<file path="config.mk">
export PLATFORM = sky130hd
export DESIGN_NAME = incond_bank
export DESIGN_NICKNAME = d
export VERILOG_FILES = /design/src/rtl/incond_pkg.sv /design/src/rtl/incond_cell.sv /design/src/rtl/incond_testmux.sv /design/src/rtl/incond_bank.sv
export SDC_FILE = /design/constraint.sdc
export NUM_CORES = 1
export LEC_CHECK = 0
export ABC_AREA = 1
export BUFFER_PORTS_ARGS = -buffer_cell sky130_fd_sc_hd__buf_4
export CAP_MARGIN = 20
export CORE_AREA = 10 10 84 141
export DETAILED_ROUTE_END_ITERATION = 10
export DIE_AREA = 0 0 94 151
export PLACE_DENSITY_LB_ADDON = 0.12
export RECOVER_POWER = 25
export SLEW_MARGIN = 20
export SYNTH_ARGS = -nofsm -noshare
export SYNTH_HDL_FRONTEND = slang
export SYNTH_SLANG_ARGS = --single-unit
</file>
<file path="constraint.sdc">
create_clock -name clk -period 1.52 [get_ports clk]
set_clock_uncertainty 0.15 [all_clocks]
set_input_delay 0.38 -clock clk [delete_from_list [all_inputs] [get_ports clk]]
set_output_delay 0.38 -clock clk [all_outputs]
set_load 0.02 [all_outputs]
</file>
<file path="src/rtl/incond_pkg.sv">
package incond_pkg;

    typedef enum logic [1:0] {
        MODE_PASS  = 2'b00,
        MODE_SAMP  = 2'b01,
        MODE_HOLD  = 2'b10,
        MODE_RSVD  = 2'b11
    } cond_mode_e;

    localparam int MODE_BITS = 2;

endpackage

</file>
<file path="src/rtl/incond_cell.sv">
module incond_cell
    import incond_pkg::*;
#(
    parameter bit BYPASS = 1'b0
) (
    input  logic                 pin,
    input  logic                 hold_en,
    input  logic [MODE_BITS-1:0] mode,
    input  logic                 samp_q,
    input  logic                 hold_q,
    output logic                 cond_out
);

    logic sel_d;

    always_comb begin
        unique case (cond_mode_e'(mode))
            MODE_SAMP: sel_d = samp_q;
            MODE_HOLD: sel_d = hold_en ? pin : hold_q;
            default:   sel_d = pin;
        endcase
    end

    assign cond_out = BYPASS ? 1'b0 : sel_d;

endmodule

</file>
<file path="src/rtl/incond_testmux.sv">
module incond_testmux #(
    parameter int                  NUM_PINS    = 24,
    parameter logic [NUM_PINS-1:0] BYPASS_MASK = '0
) (
    input  logic [NUM_PINS-1:0] pin_in,
    output logic [NUM_PINS-1:0] test_out
);

    for (genvar g = 0; g < NUM_PINS; g++) begin : g_tap
        if (BYPASS_MASK[g]) begin : g_on
            assign test_out[g] = pin_in[g];
        end else begin : g_off
            assign test_out[g] = 1'b0;
        end
    end

endmodule

</file>
<file path="src/rtl/incond_bank.sv">
module incond_bank
    import incond_pkg::*;
#(
    parameter int                  NUM_PINS    = 24,
    parameter logic [NUM_PINS-1:0] BYPASS_MASK = 24'hF0_0000
) (
    input  logic                          clk,
    input  logic                          rst,
    input  logic                          hold_en,
    input  logic [NUM_PINS-1:0]           pin_in,
    input  logic [MODE_BITS*NUM_PINS-1:0] mode_cfg,
    output logic [NUM_PINS-1:0]           array_out,
    output logic [NUM_PINS-1:0]           cpu_rd_data,
    output logic [NUM_PINS-1:0]           test_out
);

    localparam int MODE_W = MODE_BITS * NUM_PINS;

    typedef struct packed {
        logic [MODE_W-1:0]   mode;
        logic [NUM_PINS-1:0] samp;
        logic [NUM_PINS-1:0] hold;
    } bank_state_t;

    bank_state_t         st_d, st_q;
    logic [NUM_PINS-1:0] cond_w;
    logic [MODE_W-1:0]   mode_act_q;

    always_comb begin
        st_d = st_q;
        if (rst) begin
            st_d = '0;
        end else begin
            st_d.mode = mode_cfg;
            st_d.samp = pin_in & ~BYPASS_MASK;
            if (hold_en) begin
                st_d.hold = pin_in & ~BYPASS_MASK;
            end
        end
    end

    always_ff @(posedge clk) begin
        st_q <= st_d;
    end

    assign mode_act_q = st_q.mode;

    for (genvar g = 0; g < NUM_PINS; g++) begin : g_cell
        incond_cell #(
            .BYPASS (BYPASS_MASK[g])
        ) u_cell (
            .pin      (pin_in[g]),
            .hold_en  (hold_en),
            .mode     (st_q.mode[MODE_BITS*g +: MODE_BITS]),
            .samp_q   (st_q.samp[g]),
            .hold_q   (st_q.hold[g]),
            .cond_out (cond_w[g])
        );
    end

    incond_testmux #(
        .NUM_PINS    (NUM_PINS),
        .BYPASS_MASK (BYPASS_MASK)
    ) u_testmux (
        .pin_in   (pin_in),
        .test_out (test_out)
    );

    assign array_out   = cond_w;
    assign cpu_rd_data = cond_w;

endmodule

</file>
== Word-level counts from Yosys, hierarchy flattened ==
Index checks and enable logic that the tools add are counted.
Word-level totals
  bits in registers: 80
  input port bits: 75
  output and inout port bits: 72
  word-level logic and storage cells: 83
Operators by class
  equality and inequality tests: 40
  mux-type cells: 40
Operators by type and width (count)
  $eq A2 B1 Y1 const B: 20
  $eq A2 B2 Y1 const B: 20
  $pmux W1 S2: 20
  $mux W1: 20

== Longest topological paths before layout ==
Gate-level depths: netlist of the first run.
  depth in word-level cells: 2
  depth in mapped cells: 6
  gate-level depth less buffers: 5

== By module ==
Synthesis of the first run repeated with hierarchy kept, for this count alone.
Unflattened totals
  cells, all modules: 657
  area, all modules: 4565.6 µm²
Modules (own cells, without submodules)
  incond_bank: times used 1, cells each 344, area each 2860.2 µm², seq. area each 1761.7 µm²
  incond_cell at g_cell[0].u_cell ...: times used 20, cells each 14, area each 73.8 µm², seq. area each 0.0 µm²
  incond_testmux: times used 1, cells each 25, area each 183.9 µm², seq. area each 0.0 µm²
  incond_cell at g_cell[20].u_cell ...: times used 4, cells each 2, area each 11.3 µm², seq. area each 0.0 µm²

== Worst setup path before layout of the first run ==
Ideal clock, no wire load.
  path kind: reg2out
  start point: reg st_q (netlist bit mode_act_q[0])
  end point: out array_out[0]
  arrival: 1.012 ns
  data required time: 0.990 ns
  slack: -0.022 ns
  cell stages (with the launch flop): 7
  path buffers: 1
  cell sequence: dfxtp_1 inv_1 ha_1 inv_1 nor2_1 a21oi_1 buf_4
Between the ends
  cells in the longest elaborated chain, start to end: 2
  elaborated cells between the ends (all ways): 3
  those cells by class: eq/ne: 2; mux: 1
Ends and longest elaborated chain
  from (decl): line incond_bank.sv:25  | bank_state_t st_d, st_q;
  from (signal assigned): line incond_bank.sv:43  | st_q <= st_d;
  $eq A2 B2 Y1 or $eq A2 B1 Y1 (tied branches): line incond_cell.sv:17  | unique case (cond_mode_e'(mode))
  $pmux W1 S2 *: line incond_cell.sv:17
  to (decl): line incond_bank.sv:12  | output logic [NUM_PINS-1:0] array_out,
Mark *: on every way between the ends. The rest lies on a longest branch, timed or not.

== Worst setup path in the final report of the first run ==
  start point: reg st_q (netlist bit mode_act_q[14])
  end point: out cpu_rd_data[7]
Between the ends
  cells in the longest elaborated chain, start to end: 2
  elaborated cells between the ends (all ways): 3
  those cells by class: eq/ne: 2; mux: 1
Ends and longest elaborated chain
  $eq A2 B2 Y1 or $eq A2 B1 Y1 (tied branches): line incond_cell.sv:17
  $pmux W1 S2 *: line incond_cell.sv:17
  to (decl): line incond_bank.sv:13  | output logic [NUM_PINS-1:0] cpu_rd_data,
Marks and branches as above.

==> results of run 1 <==
-- power by group through the flow --
stage | clock network (mW) | registers, mW | logic, mW
4_1_cts | 2.29 | 2.30 | 1.38
3_5_place_dp | 0 | 2.32 | 1.16
3_3_place_gp | 0 | 2.32 | 1.14
5_1_grt | 2.40 | 2.32 | 1.59
2_1_floorplan | 0 | 2.31 | 0.916
6_report | 2.21 | 2.30 | 1.45
-- kinds of logic after synthesis --
kind of cell	share of synthesized area
buffers and inverters	0.2762
and+or+nand+nor	0.1687
DFF	0.3855
AOI/OAI and AO/OA	0.04819
adders and majority gates	0.1205
other	0.0009027
-- synthesized netlist by cell type (all sizes together) --
cell type / count / area (um^2)
nor2: 100 / 375.4
nand3: 20 / 100.1
inv: 141 / 529.3
dfxtp: 80 / 1602
conb: 1 / 3.750
a21oi: 40 / 200.2
buf: 85 / 618.1
ha: 40 / 500.5
nand2: 60 / 225.2
-- area by class of cell --
cell class / instances / area share
well taps: 122 / 0.02609
clock buffers: 11 / 0.03978
inverters: 141 / 0.09046
multi-input cells: 288 / 0.3413
flip-flops and latches: 80 / 0.2823
repair buffers: 140 / 0.2081
clock inverters: 4 / 0.01198
-- flip-flops by register name, indices dropped and copies added, names as in the netlist --
name,cells
mode_act_q,40
st_q,40
-- layer usage --
layer,wire [um],GRT usage
met4,121,0.05496
met5,0,0
met3,596,0.04856
met2,5231,0.2569
met1,3437,0.1284
-- through the flow --
| stage | setup WS, ps | util | std cells |
|---|---|---|---|
| after floorplan | 3.910 | - | 594 |
| after global placement | -268.1 | 0.5166 | 762 |
| after detailed placement | -297.0 | 0.5166 | 762 |
| after CTS | -388.8 | 0.6081 | 783 |
| after global routing | -438.2 | 0.6218 | 786 |
| final | -379.3 | 0.6218 | 786 |
-- path summary, 6_finish.rpt --
kind	from	to	slack (ps)	cells past startpoint
setup / recovery	mode_act_q[14]$_SDFF_PP0_	cpu_rd_data[7]	-380	6
hold / removal	mode_cfg[20]	mode_act_q[20]$_SDFF_PP0_	100	3
setup reg to reg	st_q[5]$_SDFFE_PP0P_	st_q[5]$_SDFFE_PP0P_	750	4
hold reg to reg	st_q[8]$_SDFFE_PP0P_	st_q[8]$_SDFFE_PP0P_	370	4
-- critical path, cell delays in order (launching register included) --
cell and delay, ps:
dfxtp_2 330, inv_2 40, ha_4 260, inv_1 30, nor2_1 140, a21oi_2 70, buf_4 160
-- timing repair --
action,4_1_cts,5_1_grt
gates resized for setup,128,39
pin swaps,31,12
hold buffers,0,0
endpoints found under the hold margin,0,0
setup endpoints to repair,40,40
setup buffers,6,3
==> flow_summary.toml, run 1 <==
[timing]
setup_viol = 40
max_slew_margin = 0.6222
fin_crit_ps = 1899
setup_tns_ps = -13650
rsz0062_at_grt = "yes"
fmax_ghz = 0.5265
hold_ws_ps = 97.37
slew_violations = 0
worstMarginPinSlew_ps = 566.7
final-hold-violation-count = 0
fin_ws_ps = -379.3
finalCritPeriodShare = 1.250

[clock_network]
cts_tree = "yes"
clk_pin_slew_ps = 60
cts_max_level = 3
cts-buffers-inserted = 9
cts_root_buffer = "clkbuf_16"
insertion_delay_ps = 330
clockBufferDepth = 2
cts_sinks = 80

[status]
violations = "negative setup slack"
outcome = "finished with violations"

[critical_path]
critPathMaxFanout = 2
start_kind = "register"
path_class = "reg2out"
required_ps = 990
end_kind = "output port"
worst_ep_arrival_time_ps = 1370

[synth]
ys_seq_area_frac = 0.3855
ys_ff_latch = 80
synthCells = 567
postSynthAreaPerCell_um2 = 7.326
synth-warning-count = 0
ys_types = 12
syn_area_um2 = 4154

[power]
swShare = 0.2715
seqPwrFrac = 0.386
total_power_mw = 5.966
power_frac_clock = 0.371
leakagePower_nw = 3.018
p_switching_mw = 1.620
pwr_density_cell_nw_per_um2 = 1020
vdd_drop_max_v = 0.0007094
internal_power_mw = 4.347
comb_power_share = 0.243

[global_route]
antenna_found_initial = 0
grt_usage = 0.1364
grt-ovfl-total = 0
grt_max_degree = 38
grt_pass1_wl_um = 15610
grt_pass1_vias = 3681

[layout]
fillers = 863
final_nets = 775
most-common-layout-cells = "inv_1 (110), buf_4 (102), nor2_1 (86), nand2_1 (60)"
area_delta_synth_final_pct = 40.84
multi_input_area_um2 = 1997
fin_area_um2 = 5851
mostFrequentLayoutCell = "inv_1"
regArea_um2 = 1652
drive_above_1_share = 0.4548
antenna_cells = 0

[place]
placed_area_um2 = 4861
dp_hpwl_um = 6694
place.gp.congestion = 0.7429
numPortBuffers = 102

[die]
start_util = 0.4415
dieArea_um2 = 14190
core-area_um2 = 9409
die_x_um = 94
die_h_um = 151
fp-row-count = 47
pin_count = 147

[drt]
drtPass1Iterations = 4
wl_um = 9387
wl_per_cell_um = 11.94
viasPerCell = 4.274
drc = 0
postRouteAntennaNets = 0
via_count = 3359
drtIter0Drc = 45

[flow_run]
maxCapViolations = 0

[min_path]
min_path_type = "in2reg"
Power figures use the tool's default switching activity.
==> run 2: changes to the inputs <==
Settings changed: CORE_AREA 10 10 84 141 to 10 10 108 110, DIE_AREA 0 0 94 151 to 0 0 118 120.
==> flow_summary.toml, run 2 (same netlist as run 1, synthesis figures left out) <==
[status]
outcome = "finished with violations"
violations = "negative setup slack"

[critical_path]
start_kind = "register"
required_ps = 990
worstPathCellList = "inv_2, ha_4, a21oi_2, a21oi_2, buf_6"
critPathMaxFanout = 2
reg2reg_slack_ps = 680
cpMaxStageDelayCell = "dfxtp_2"
crit_buf_inv = 2
path_class = "reg2out"
end_kind = "output port"
rr_worst_depth = 4
cp_common_cell = "a21oi_2"
worst_ep_arrival_time_ps = 1370
cpLargestDelayFamily = "flip-flops"
rr_endpoint = "st_q[12]$_SDFFE_PP0P_"
max_stage_delay_ps = 340
worstReg2RegStart = "st_q[12]$_SDFFE_PP0P_"

[layout]
area_delta_synth_final_pct = 38.40
drive_above_1_share = 0.4625
antenna_cells = 0
most-common-layout-cells = "inv_1 (106), buf_4 (104), nor2_1 (84), nand2_1 (60), dfxtp_1 (44)"
final_nets = 776
mostFrequentLayoutCell = "inv_1"
multi_input_area_um2 = 2009
fin_util = 0.6021
fillers = 881
regArea_um2 = 1647

[min_path]
min_path_cells = 3
hold_end = "mode_act_q[19]$_SDFF_PP0_"
hp-start = "mode_cfg[19]"
min_path_type = "in2reg"

[clock_network]
cts_max_level = 3
clockBufferDepth = 2
insertion_delay_ps = 330
cts_tree = "yes"
cts_sinks = 80
clk_pin_slew_ps = 90
cts_root_buffer = "clkbuf_8"
hold_buffers = 0
cts-buffers-inserted = 9

[place]
dp_slack_ps = -357.0
place.gp.congestion = 0.7066
numPortBuffers = 102
dp_hpwl_um = 6005

[timing]
worstMarginPinSlew_ps = 878.9
setup_tns_ps = -14160
final-hold-violation-count = 0
finalCritPeriodShare = 1.253
rsz0062_at_grt = "yes"
setup_viol = 40
max_slew_margin = 0.4140
slew_violations = 0
fin_crit_ps = 1905
fin_ws_ps = -384.8
fmax_ghz = 0.5250

[global_route]
grt_usage = 0.1232
grt_pass1_wl_um = 14790
grt_max_degree = 81
grt_pass1_vias = 3470
antenna_found_initial = 0
grt-ovfl-total = 0

[die]
start_util = 0.4350
dieArea_um2 = 14160
die_h_um = 120
die_x_um = 118
core-area_um2 = 9549
pin_count = 147
fp-row-count = 36

[drt]
drtIter0Drc = 76
wl_per_cell_um = 11.18
via_count = 3274
viasPerCell = 4.098
postRouteAntennaNets = 0
drtPass1Iterations = 4
drc = 0
wl_um = 8933

[flow_run]
maxCapViolations = 0

[power]
internal_power_mw = 3.668
pwr_density_cell_nw_per_um2 = 914.7
seqPwrFrac = 0.437
power_frac_clock = 0.289
leakagePower_nw = 2.955
swShare = 0.3025
p_switching_mw = 1.591
vdd_drop_max_v = 0.0004084
comb_power_share = 0.274
run 2: changes by cell type in the layout (fill, tap and decap cells not counted), moves of 3 or more:
cell       before  now
dfxtp_1        40   44
clkbuf_16       9    0
nor2_2         13   16
dfxtp_2        40   36
clkbuf_8        0    9
inv_2          31   34
inv_1         110  106
run 2: stage by stage:
stage	instance area [um^2]	total power [mW]	std cells	hold WS, ps
2_1_floorplan	4280	3.223	594	329.6
3_3_place_gp	4865	3.440	775	356.1
3_5_place_dp	4865	3.460	775	357.6
4_1_cts	5655	5.262	797	60.68
5_1_grt	5749	5.555	799	67.41
6_report	5749	5.259	799	78.21
run 2: cell type report:
type,instances,share of cell area
inverter,141,0.09249
timing repair buffer,141,0.2100
tap,133,0.02894
clock inverter,6,0.01045
multi-input combinational,288,0.3495
sequential,80,0.2864
clock buffer,10,0.02220
run 2: metal layers:
metal / part of all wire / global-route usage
met5: 0 / 0
met4: 0.0099 / 0.04560
met2: 0.53 / 0.2296
met1: 0.41 / 0.1261
met3: 0.056 / 0.04032
run 2: worst max-delay path by stage:
stage	start	to	slack, ps	cells after the start
5_1_grt	mode_act_q[22]$_SDFF_PP0_	array_out[11]	-470	5
2_1_floorplan	hold_en	array_out[8]	4	5
6_report	mode_act_q[26]$_SDFF_PP0_	cpu_rd_data[13]	-380	5
3_3_place_gp	hold_en	cpu_rd_data[18]	-330	6
4_1_cts	mode_act_q[36]$_SDFF_PP0_	cpu_rd_data[18]	-410	5
3_5_place_dp	hold_en	array_out[19]	-360	6
run 2: worst min-delay path, cell delays in order:
cell,delay (ps)
buf_4,80
inv_1,30
nor2_1,60
run 2: repair_timing:
action	in CTS	in global routing
resized for setup	143	28
pin swaps	39	12
endpoints found under the hold margin	0	0
setup endpoints to repair	40	40
cloned	0	0
setup buffers	6	2
run 2: power by group through the flow:
stage	registers, mW	clock network, mW	logic (mW)
2_1_floorplan	2.31	0	0.916
3_3_place_gp	2.31	0	1.13
6_report	2.30	1.52	1.44
3_5_place_dp	2.32	0	1.14
4_1_cts	2.30	1.58	1.38
5_1_grt	2.31	1.66	1.58
==> run 3: changes to the inputs <==
Settings changed: CORE_AREA 10 10 108 110 to 10 10 106 108, CTS_BUF_LIST set to sky130_fd_sc_hd__clkbuf_8, DIE_AREA 0 0 118 120 to 0 0 116 118.
==> flow_summary.toml, run 3 (same netlist as run 1, synthesis figures left out) <==
[timing]
setup_viol = 40
fin_crit_ps = 1909
slew_violations = 0
worstMarginPinSlew_ps = 685.8
final-hold-violation-count = 0
finalCritPeriodShare = 1.256
max_slew_margin = 0.5428
fin_ws_ps = -388.8
setup_tns_ps = -14060
rsz0062_at_grt = "yes"
fmax_ghz = 0.5239

[clock_network]
hold_buffers = 0
cts_tree = "yes"
clockBufferDepth = 2
insertion_delay_ps = 330
clk_pin_slew_ps = 90
cts-buffers-inserted = 9
cts_root_buffer = "clkbuf_8"
cts_max_level = 3
cts_sinks = 80

[layout]
most-common-layout-cells = "inv_1 (110), buf_4 (105), nor2_1 (86), nand2_1 (60), dfxtp_1 (48)"
regArea_um2 = 1642
mostFrequentLayoutCell = "inv_1"
fin_area_um2 = 5635
final_nets = 770
fillers = 846
drive_above_1_share = 0.4394
antenna_cells = 0
instances_no_fill = 771
multi_input_area_um2 = 1964
area_delta_synth_final_pct = 35.66

[place]
dp_hpwl_um = 6359
placed_area_um2 = 4820
place.gp.congestion = 0.7307
placed_cells = 749
dp_slack_ps = -351.8
numPortBuffers = 102

[die]
core-area_um2 = 9109
die_x_um = 116
start_util = 0.4560
dieArea_um2 = 13690
fp-row-count = 35
die_h_um = 118
pin_count = 147

[power]
leakagePower_nw = 2.930
pwr_density_cell_nw_per_um2 = 959.2
vdd_drop_max_v = 0.0006024
total_power_mw = 5.405

[critical_path]
cpMaxStageDelayCell = "dfxtp_2"
cp_common_cell = "a21oi_2"
worst_ep_arrival_time_ps = 1380
worstPathCellList = "inv_2, ha_4, a21oi_2, a21oi_2, buf_6"
end_kind = "output port"
required_ps = 990
start_kind = "register"
max_stage_delay_ps = 340
path_class = "reg2out"
critPathMaxFanout = 2

[global_route]
antenna_found_initial = 0
grt_usage = 0.1253
grt_pass1_wl_um = 14380
grt_pass1_vias = 3254
grt_max_degree = 47
grt-ovfl-total = 0

[drt]
drtIter0Drc = 62
via_count = 3232
postRouteAntennaNets = 0
drc = 0
wl_um = 8823
wl_per_cell_um = 11.44
viasPerCell = 4.192
drtPass1Iterations = 4

[min_path]
min_path_type = "in2reg"

[status]
outcome = "finished with violations"
violations = "negative setup slack"

[flow_run]
maxCapViolations = 0
## run 3: worst max-delay path, delay by kind of cell, from the launching register on
family                     cells  cell delay (ps)
DFF                            1              340
adders and majority gates      1              260
AOI/OAI and AO/OA              2              250
buffers and inverters          2              200
## run 3: report_power, final
group	internal (mW)	leakage [nW]	switching [mW]	total (mW)
clock	0.928	0.107	0.789	1.72
combinational	0.653	2.15	0.738	1.39
sequential	2.23	0.675	0.0710	2.30
## run 3: what timing repair did
| action | in CTS | in global routing |
|---|---|---|
| pin swaps | 39 | 10 |
| resized for setup | 125 | 24 |
| endpoints found under the setup margin | 40 | 40 |
| buffers inserted | 4 | 2 |
## run 3: routing by layer
metal  global-route usage  share of wire
met1               0.1328           0.40
met2               0.2289           0.52
met5                    0              0
met3              0.03670          0.074
met4              0.03756         0.0077
## run 3: final timing paths
check	startpoint	to	slack, ps	cells after the start
worst max register to register	st_q[13]$_SDFFE_PP0P_	st_q[13]$_SDFFE_PP0P_	720	4
worst min-delay path	mode_cfg[4]	mode_act_q[4]$_SDFF_PP0_	90	3
worst max-delay path	mode_act_q[24]$_SDFF_PP0_	array_out[12]	-390	5
worst min register to register	st_q[8]$_SDFFE_PP0P_	st_q[8]$_SDFFE_PP0P_	370	4
## run 3: area by class of cell
| cell class | count | share of cell area |
|---|---|---|
| clock buffers | 9 | 0.02198 |
| clock inverters | 7 | 0.01710 |
| inverters | 141 | 0.09436 |
| multi-input cells | 288 | 0.3486 |
| flip-flops and latches | 80 | 0.2913 |
| well taps | 111 | 0.02464 |
| repair buffers | 135 | 0.2020 |
## run 3: per-stage QoR
stage               hold slack [ps]    util
floorplan                     329.6       -
global placement              354.5  0.5291
detailed placement            355.8  0.5291
CTS                           71.47  0.6118
global route                  73.39  0.6187
finish                        86.45  0.6187
